**src/rtl/otc_pkg.sv**
```systemverilog
package otc_pkg;

    // Sequencer phases
    typedef enum logic [2:0] {
        ST_IDLE   = 3'd0,
        ST_UTRIM  = 3'd1,
        ST_CALEN  = 3'd2,
        ST_REF    = 3'd3,
        ST_SETTLE = 3'd4,
        ST_FINISH = 3'd5
    } seq_state_e;

    // Differential pair under calibration
    typedef enum logic {
        PAIR_N = 1'b0,
        PAIR_P = 1'b1
    } pair_e;

    localparam int REF_SEL_W = 2;

endpackage

```
**src/rtl/otc_flag_sync.sv**
```systemverilog
module otc_flag_sync #(
    parameter int STAGES = 2
) (
    input  logic clk_i,
    input  logic rst_ni,
    input  logic async_i,
    output logic sync_o
);

    for (genvar g = 0; g < STAGES; g++) begin : g_stage
        logic stage_q;
        if (g == 0) begin : g_first
            always_ff @(posedge clk_i or negedge rst_ni) begin
                if (!rst_ni) stage_q <= 1'b0;
                else         stage_q <= async_i;
            end
        end else begin : g_next
            always_ff @(posedge clk_i or negedge rst_ni) begin
                if (!rst_ni) stage_q <= 1'b0;
                else         stage_q <= g_stage[g-1].stage_q;
            end
        end
    end

    assign sync_o = g_stage[STAGES-1].stage_q;

endmodule

```
**src/rtl/otc_settle_timer.sv**
```systemverilog
module otc_settle_timer #(
    parameter int CNT_W = 8
) (
    input  logic             clk_i,
    input  logic             rst_ni,
    input  logic             load_i,
    input  logic [CNT_W-1:0] load_val_i,
    output logic             expired_o
);

    logic [CNT_W-1:0] cnt_d, cnt_q;

    always_comb begin
        cnt_d = cnt_q;
        if (load_i) begin
            cnt_d = load_val_i;
        end else if (cnt_q != '0) begin
            cnt_d = cnt_q - 1'b1;
        end
    end

    always_ff @(posedge clk_i or negedge rst_ni) begin
        if (!rst_ni) cnt_q <= '0;
        else         cnt_q <= cnt_d;
    end

    assign expired_o = (cnt_q == '0);

endmodule

```
**src/rtl/otc_ref_map.sv**
```systemverilog
module otc_ref_map
    import otc_pkg::*;
#(
    parameter logic [REF_SEL_W-1:0] REF_HIGH = 2'b11,
    parameter logic [REF_SEL_W-1:0] REF_LOW  = 2'b01
) (
    input  pair_e                pair_i,
    output logic [REF_SEL_W-1:0] ref_sel_o
);

    // N pair is calibrated near the top rail, P pair near the bottom rail
    always_comb begin
        unique case (pair_i)
            PAIR_N:  ref_sel_o = REF_HIGH;
            PAIR_P:  ref_sel_o = REF_LOW;
            default: ref_sel_o = REF_HIGH;
        endcase
    end

endmodule

```
**src/rtl/otc_cal_seq.sv**
```systemverilog
module otc_cal_seq
    import otc_pkg::*;
#(
    parameter int TRIM_W   = 5,
    parameter int SETTLE_W = 8,
    parameter int SYNC_STG = 2
) (
    input  logic                 clk,
    input  logic                 rst_n,
    input  logic                 start_i,
    input  logic [SETTLE_W-1:0]  settle_cycles_i,
    input  logic                 cmp_flag_i,
    output logic                 amp_en_o,
    output logic                 user_trim_o,
    output logic                 cal_en_o,
    output logic [REF_SEL_W-1:0] ref_sel_o,
    output logic [TRIM_W-1:0]    trim_n_o,
    output logic [TRIM_W-1:0]    trim_p_o,
    output logic                 busy_o,
    output logic                 done_o,
    output logic                 fail_n_o,
    output logic                 fail_p_o
);

    localparam logic [TRIM_W-1:0] CODE_MAX = {TRIM_W{1'b1}};

    typedef struct packed {
        seq_state_e            state;
        pair_e                 pair;
        logic                  amp_en;
        logic                  user_trim;
        logic                  cal_en;
        logic [REF_SEL_W-1:0]  ref_sel;
        logic [TRIM_W-1:0]     trim_n;
        logic [TRIM_W-1:0]     trim_p;
        logic                  fail_n;
        logic                  fail_p;
        logic                  done;
        logic [SETTLE_W-1:0]   settle;
    } seq_regs_t;

    seq_regs_t seq_d, seq_q;

    logic                 flag_sync;
    logic                 tmr_load;
    logic                 tmr_expired;
    logic [REF_SEL_W-1:0] pair_ref;
    logic [TRIM_W-1:0]    cur_code;

    otc_flag_sync #(
        .STAGES (SYNC_STG)
    ) u_sync (
        .clk_i   (clk),
        .rst_ni  (rst_n),
        .async_i (cmp_flag_i),
        .sync_o  (flag_sync)
    );

    otc_settle_timer #(
        .CNT_W (SETTLE_W)
    ) u_timer (
        .clk_i      (clk),
        .rst_ni     (rst_n),
        .load_i     (tmr_load),
        .load_val_i (seq_q.settle),
        .expired_o  (tmr_expired)
    );

    otc_ref_map u_ref (
        .pair_i    (seq_q.pair),
        .ref_sel_o (pair_ref)
    );

    assign cur_code = (seq_q.pair == PAIR_N) ? seq_q.trim_n : seq_q.trim_p;

    always_comb begin
        seq_d      = seq_q;
        seq_d.done = 1'b0;
        tmr_load   = 1'b0;

        unique case (seq_q.state)
            ST_IDLE: begin
                if (start_i) begin
                    seq_d.state     = ST_UTRIM;
                    seq_d.pair      = PAIR_N;
                    seq_d.amp_en    = 1'b1;
                    seq_d.user_trim = 1'b0;
                    seq_d.cal_en    = 1'b0;
                    seq_d.ref_sel   = '0;
                    seq_d.trim_n    = '0;
                    seq_d.trim_p    = '0;
                    seq_d.fail_n    = 1'b0;
                    seq_d.fail_p    = 1'b0;
                    seq_d.settle    = settle_cycles_i;
                end
            end

            ST_UTRIM: begin
                seq_d.user_trim = 1'b1;
                seq_d.state     = ST_CALEN;
            end

            ST_CALEN: begin
                seq_d.cal_en = 1'b1;
                seq_d.state  = ST_REF;
            end

            ST_REF: begin
                // the trim code of the pair is already 0 here
                seq_d.ref_sel = pair_ref;
                tmr_load      = 1'b1;
                seq_d.state   = ST_SETTLE;
            end

            ST_SETTLE: begin
                if (tmr_expired) begin
                    if (flag_sync && (cur_code != CODE_MAX)) begin
                        // still high: next code, restart the settling window
                        if (seq_q.pair == PAIR_N) seq_d.trim_n = seq_q.trim_n + 1'b1;
                        else                      seq_d.trim_p = seq_q.trim_p + 1'b1;
                        tmr_load = 1'b1;
                    end else begin
                        // flag low: keep code; high at top code: fail and keep top
                        if (flag_sync) begin
                            if (seq_q.pair == PAIR_N) seq_d.fail_n = 1'b1;
                            else                      seq_d.fail_p = 1'b1;
                        end
                        if (seq_q.pair == PAIR_N) begin
                            seq_d.pair  = PAIR_P;
                            seq_d.state = ST_REF;
                        end else begin
                            seq_d.state = ST_FINISH;
                        end
                    end
                end
            end

            ST_FINISH: begin
                seq_d.cal_en = 1'b0;
                seq_d.done   = 1'b1;
                seq_d.state  = ST_IDLE;
            end

            default: begin
                seq_d.state = ST_IDLE;
            end
        endcase
    end

    always_ff @(posedge clk or negedge rst_n) begin
        if (!rst_n) seq_q <= '0;
        else        seq_q <= seq_d;
    end

    assign amp_en_o    = seq_q.amp_en;
    assign user_trim_o = seq_q.user_trim;
    assign cal_en_o    = seq_q.cal_en;
    assign ref_sel_o   = seq_q.ref_sel;
    assign trim_n_o    = seq_q.trim_n;
    assign trim_p_o    = seq_q.trim_p;
    assign busy_o      = (seq_q.state != ST_IDLE);
    assign done_o      = seq_q.done;
    assign fail_n_o    = seq_q.fail_n;
    assign fail_p_o    = seq_q.fail_p;

endmodule

```
**config.mk**
```make
export PLATFORM = sky130hd
export DESIGN_NAME = otc_cal_seq
export DESIGN_NICKNAME = d
export VERILOG_FILES = /design/src/rtl/otc_pkg.sv /design/src/rtl/otc_flag_sync.sv /design/src/rtl/otc_settle_timer.sv /design/src/rtl/otc_ref_map.sv /design/src/rtl/otc_cal_seq.sv
export SDC_FILE = /design/constraint.sdc
export NUM_CORES = 1
export LEC_CHECK = 0
export BUFFER_PORTS_ARGS = -buffer_cell sky130_fd_sc_hd__buf_2
export CAP_MARGIN = 20
export CORE_MARGIN = 1.5
export CORE_UTILIZATION = 57
export CTS_CLUSTER_DIAMETER = 200
export CTS_CLUSTER_SIZE = 16
export DETAILED_ROUTE_END_ITERATION = 16
export GPL_ROUTABILITY_DRIVEN = 1
export GPL_TIMING_DRIVEN = 0
export PLACE_DENSITY = 0.83
export SLEW_MARGIN = 15
export SYNTH_ARGS = -nofsm -noshare
export SYNTH_HDL_FRONTEND = slang
export SYNTH_HIERARCHICAL = 1
export SYNTH_SLANG_ARGS = --single-unit
```
**constraint.sdc**
```tcl
create_clock -name clk -period 3.5 [get_ports clk]
set_input_delay 0.525 -clock clk [delete_from_list [all_inputs] [get_ports clk]]
set_output_delay 0.525 -clock clk [all_outputs]
set_load 0.02 [all_outputs]
```
* Word-level counts from Yosys, hierarchy flattened
Index checks and enable logic that the tools add are counted.
** Cells by class
- Add/subtract/negate cells :: 3
- Equal/unequal tests :: 13
- Multiplexer cells :: 26
- Bitwise logic cells :: 1
- Reductions and logical operators :: 20
** Operator list (number)
- 12-bit case mux with 2 select lines :: 1
- 21-bit 2-to-1 mux :: 1
- 8-bit 2-to-1 mux :: 2
- 5-bit 2-to-1 mux :: 3
- 3-bit case mux with 5 select lines :: 1
- 12-bit 2-to-1 mux :: 1
- 2-bit != test (second input constant) :: 6
- 6-bit AND reduction :: 2
- 5-bit by 1-bit adder with 5-bit output (second input constant) :: 2
- 10-bit 2-to-1 mux :: 1
- 5-bit AND reduction :: 2
- 8-bit zero test :: 1
- 4-bit 2-to-1 mux :: 2
- 2-bit case mux with 2 select lines :: 2
- 2-bit AND reduction :: 4
- 2-bit nonzero test :: 4
- 8-bit nonzero test :: 1
- 8-bit by 1-bit subtractor with 8-bit output (second input constant) :: 1
- 3-bit by 2-bit == test with 1-bit output (second input constant) :: 2
- 3-bit == test (second input constant) :: 2
- 1-bit case mux with 2 select lines :: 3
- 3-bit nonzero test :: 2
- 1-bit 2-to-1 mux :: 5
- 5-bit != test (second input constant) :: 1
- 10 further kinds :: 11
** Storage, ports and cells
- Register bits after elaboration :: 40
- Input port bits :: 12
- Output and inout bits :: 19
- Word-level logic and storage cells :: 78

* Depth between registers and ports, before layout
- Depth in word-level cells :: 7
- Mapped depth :: 10
- Gate-level depth less buffers :: 9

* Cells and area by module
The synthesis kept the hierarchy.
** Modules (own cells, without submodules)
- otc_cal_seq :: instances 1, cells an instance 169, area each 1697.9 sq um, sequential area each 750.7 sq um
- otc_settle_timer :: instances 1, cells an instance 54, area each 476.7 sq um, sequential area each 200.2 sq um
- otc_flag_sync :: instances 1, cells an instance 2, area each 50.0 sq um, sequential area each 50.0 sq um
- otc_ref_map :: instances 1, cells an instance 3, area each 15.0 sq um, sequential area each 0.0 sq um

* Least setup slack after synthesis
Ideal clock, no wire load.
- Kind :: register to register
- Start point :: register, netlist name u_timer/cnt_q[0]
- End point :: register seq_q[0] (netlist bit)
- Library setup time :: 0.125 ns
- Data arrival time :: 2.364 ns
- Required time :: 3.375 ns
- Setup slack :: 1.011 ns
- Stages on the path, launching flop included :: 10
- Path buffers :: 1
- Period minus slack after synthesis :: 2.489 ns
- Cells stage by stage :: dfrtp_1 > inv_1 > ha_1 > or3b_1 > clkbuf_2 > nor2_1 > mux2i_1 > nand2b_4 > nor2_4 > mux2_2
** RTL lines
- to (signal assigned) :: RTL line otc_cal_seq.sv:152 : else seq_q <= seq_d;
- to (decl) :: RTL line otc_cal_seq.sv:42 : seq_regs_t seq_d, seq_q;

* Worst setup path in the final report
- Start point :: register u_timer.cnt_q[0]
- End point :: register u_timer.cnt_q[2]
** On the way
- Longest elaborated chain between the ends :: 4
- Elaborated cells on any way between the ends :: 8
- Those cells by class :: add/sub (1); mux (4); reduce/logical (3)
** RTL lines
- from (decl) :: RTL line otc_settle_timer.sv:11 : logic [CNT_W-1:0] cnt_d, cnt_q;
- from (signal assigned) :: RTL line otc_settle_timer.sv:24 : else cnt_q <= cnt_d;
- 8-bit zero test (*) :: RTL line otc_settle_timer.sv:27 : assign expired_o = (cnt_q == '0);
- net tmr_expired :: RTL line otc_cal_seq.sv:46 : logic tmr_expired;
- 1-bit 2-to-1 mux (*) :: RTL line otc_cal_seq.sv:116 : if (tmr_expired) begin
- 1-bit case mux with 2 select lines (*) :: RTL line otc_cal_seq.sv:81 : unique case (seq_q.state)
- net tmr_load :: RTL line otc_cal_seq.sv:45 : logic tmr_load;
- 8-bit 2-to-1 mux or 2-bit nonzero test (tied branches)
The timed path passes the listed nets; every way through them passes the cells marked *. The select of a mux whose other input is x is not followed.
A chain may end at the register's enable or synchronous reset.

==> qor.yml <==
status: "finished, final reports clean"
worstPathBufferInverterCount: 3
finalHoldViolCount: 0
first_iter_violations: 157
worst_hold_path.endpoint: "u_sync/g_stage[0].stage_q"
dpl.cell_count: 306
detailedPlacementHpwl_um: 3250
starting_utilization_of_the_core_area_pct: 60.3
worst_ep_arrival_ps: 3270
synthToLayoutAreaGrowth_pct: 12.8
post_synth.cell_area_avg_um2: 9.82
cp_slowest_stage_delay_ps: 490
final_core_utilization_pct: 68.0
cts_tree: "yes"
number_of_cells_on_the_worst_hold_path: 1
max_slew_violation_total_from_the_final_report: 0
seq_power_share_pct: 41.5
syn_area_um2: 2240
resized_after_cts: 0
htree_levels: 2
critical_path_class: "flip-flop to flip-flop"
fmax_ghz: 0.326
finalWorstPathRequiredPeriod_ps: 3070
rsz0062_at_grt: "false"
num-fill-cells: 295
die_width_um: 65.7
r2r_slack_ps: 430
static-leakage-power_uw: 0.00114
total_grt_overflow: 0
p_clk_share_pct: 16.3
coreArea_um2: 3720
synth_top_flop_cell: "dfrtp_1"
post_cts_hold_buffer_count: 0
cp-start-kind: "flip-flop"
share_of_the_cycle_needed_by_the_critical_path_after_routing_pct: 87.7
critPathSlowestCell: "nor2_1"
grt_start_max_net_pins: 41
hold_slack_ps: 336
clkSinkCount: 40
antenna_violations_before_repair: 0
clk_root_buffer_cell: "clkbuf_8"
worst_setup_sp: "u_timer/cnt_q[0]"
fin_skew_ps: 7.42
power.combinational.fraction_pct: 42.2
antenna_cells: 0
post_layout_cell_count: 313
clk_transition_reported_paths_ps: 70
min-delay-path-class: "input pin to flip-flop"
power_density_nw_per_um2: 706
worstPathMaxFanout: 10
portBuffers: 30
worstPathRequired_ps: 3700
measured_slew_at_the_worst_slew_check_pin_ps: 876
worstHoldStart: "cmp_flag_i"
postSynth.asyncResetShare_pct: 100
detail_route.wl_per_cell_um: 14.8
floorplan.rows: 22
p_int_uw: 1080
synthesis.nets: 243
yosys_register_bits: 40
tritoncts_buffers: 5
total_power_uw: 1780
vdd_drop_max_mv: 0.505
post_route_cells_drive_above_1_share_pct: 28.3
switching_share_pct: 39.5
place.gp.congestion: 0.861
grt_use_total_pct: 24.1
total_routed_wirelength_um: 4630
synth_seq_area_share_pct: 44.7
drc_errors: 0
switching_power_uw: 705
cts_buffer_depth: 2
totalNegativeSetupSlack_ps: 0
vias_in_the_first_global_route: 1662
top_level_ports: 31
insertion_delay_ps: 290
max_cap_violations: 0
grt_first_pass_wirelength_um: 7750
yosysUniqueCellTypes: 57
fin_nets: 280
ys_warn_count: 6
synth_cells: 228
cts_post_setup_buffers_inserted: 0
total_number_of_vias: 1876
timing.critical_path.to_type: "flip-flop"
die-height_um: 65.7
r2r-start: "u_timer/cnt_q[0]"
kind_of_cell_adding_the_most_delay_to_the_critical_path: "simple AND/OR/NAND/NOR gates"
worst-r2r-cell-count: 10
crit_path_cell_trace: "inv_1 > ha_1 > or3b_1 > clkbuf_2 > nor2_1 > nand2_2 > o22ai_1 > dlygate4sd1_1 > nand2_1 > o31ai_1"
route.antenna.remaining_nets: 0
detail_route.first_pass.iterations: 5
detail_route.vias_per_cell: 5.99
final-setup-viol-count: 0
floorplan.die_area_um2: 4310
r2r_end: "u_timer/cnt_q[2]"
tightest_slew_margin_relative_to_the_limit_pct: 41.6
synth-edff-count: 0
## sequential cells by signal, indices dropped and copies added (netlist names)
register,flops
amp_en_o,1
cal_en_o,1
done_o,1
fail_n_o,1
fail_p_o,1
ref_sel_o,2
seq_q,12
trim_n_o,5
trim_p_o,5
u_sync/g_stage.stage_q,1
u_sync/sync_o,1
u_timer/cnt_q,8
user_trim_o,1
## logic make-up after synthesis
| family | share of synthesized area, % |
|---|---|
| simple gates | 21.7 |
| compound gates | 17.3 |
| flops | 44.7 |
| buf+inv | 9.16 |
| mux | 4.92 |
| fa+ha+maj | 1.68 |
| other cells | 0.167 |
| xor+xnor | 0.391 |
## Yosys cell counts (2+ instances only)
| library cell | instances | area (um2) |
|---|---|---|
| nor2_1 | 15 | 56.3 |
| ha_1 | 3 | 37.5 |
| nand3b_1 | 2 | 15.0 |
| inv_1 | 7 | 26.3 |
| o211ai_1 | 3 | 22.5 |
| nand3_1 | 10 | 50.1 |
| a221oi_1 | 3 | 26.3 |
| clkbuf_1 | 4 | 15.0 |
| nand4_1 | 3 | 18.8 |
| a31oi_1 | 2 | 12.5 |
| or4_1 | 3 | 22.5 |
| a21oi_1 | 12 | 60.1 |
| dfrtp_1 | 40 | 1000 |
| or3b_1 | 2 | 17.5 |
| nor3_1 | 11 | 55.1 |
| nor3b_1 | 2 | 15.0 |
| nor4_1 | 3 | 18.8 |
| o31ai_1 | 3 | 22.5 |
| or2_2 | 2 | 12.5 |
| a211oi_1 | 2 | 15.0 |
| nand2_1 | 19 | 71.3 |
| o22a_1 | 6 | 52.6 |
| o21ai_0 | 8 | 40.0 |
| o22ai_1 | 4 | 25.0 |
| mux2_2 | 8 | 90.1 |
| mux2i_1 | 2 | 20.0 |
| buf_6 | 2 | 22.5 |
| buf_4 | 15 | 113 |
| buf_2 | 3 | 15.0 |
| and2_1 | 2 | 12.5 |
## power groups by stage
| stage | clock network (uW) | registers [uW] | logic, uW |
|---|---|---|---|
| final | 290 | 741 | 753 |
| after global routing | 317 | 761 | 833 |
| after CTS | 292 | 738 | 756 |
| after detailed placement | 0 | 745 | 753 |
| after global placement | 0 | 738 | 730 |
| after floorplan | 0 | 745 | 559 |
## layout by cell type (no fill, tap or decap), drive strengths merged, types with 3 or more instances in the layout
cell / netlist / layout
o22a: 6 / 6
nor3b: 3 / 3
dfrtp: 40 / 40
o211ai: 3 / 3
a21oi: 12 / 12
o31ai: 3 / 3
o22ai: 4 / 4
nor3: 11 / 11
nand3: 10 / 10
a221oi: 3 / 3
o21ai: 8 / 8
nor2: 17 / 17
nand4: 4 / 4
or4: 3 / 3
ha: 3 / 3
nor4: 3 / 3
buf: 20 / 50
mux2: 8 / 8
nand2: 20 / 20
inv: 7 / 7
clkbuf: 5 / 11
## metrics by stage
stage	instance area (um2)	worst slack, ps
after global routing	2530	181
after global placement	2450	495
after CTS	2530	448
after floorplan	2240	1010
final	2530	430
after detailed placement	2450	449
## cell type report
class	count	area [um2]	area share, %
Multi-Input combinational cell	155	1030	40.9
Timing Repair Buffer	30	150	5.94
Inverter	7	26.3	1.04
Clock buffer	6	72.6	2.87
Clock inverter	1	5.00	0.198
Tap cell	48	60.1	2.38
Sequential cell	40	1000	39.6
Buffer	26	179	7.08
## how the worst max path moves through the flow
stage	slack, ps	to	cells past startpoint
after floorplan	1010	seq_q[0]	9
after detailed placement	450	u_timer/cnt_q[0]	10
final	430	u_timer/cnt_q[2]	10
after global placement	490	u_timer/cnt_q[2]	10
after CTS	450	u_timer/cnt_q[0]	10
after global routing	180	u_timer/cnt_q[0]	10
## per-layer routing
layer | up-vias | track usage [%] | routed length, um
li1 | 895 | - | -
met1 | 918 | 33.0 | 2130
met3 | 5 | 4.62 | 270
met4 | 0 | 10.2 | 57
met5 | - | 0 | 0
met2 | 58 | 37.4 | 2180
Power figures use the tool's default switching activity.
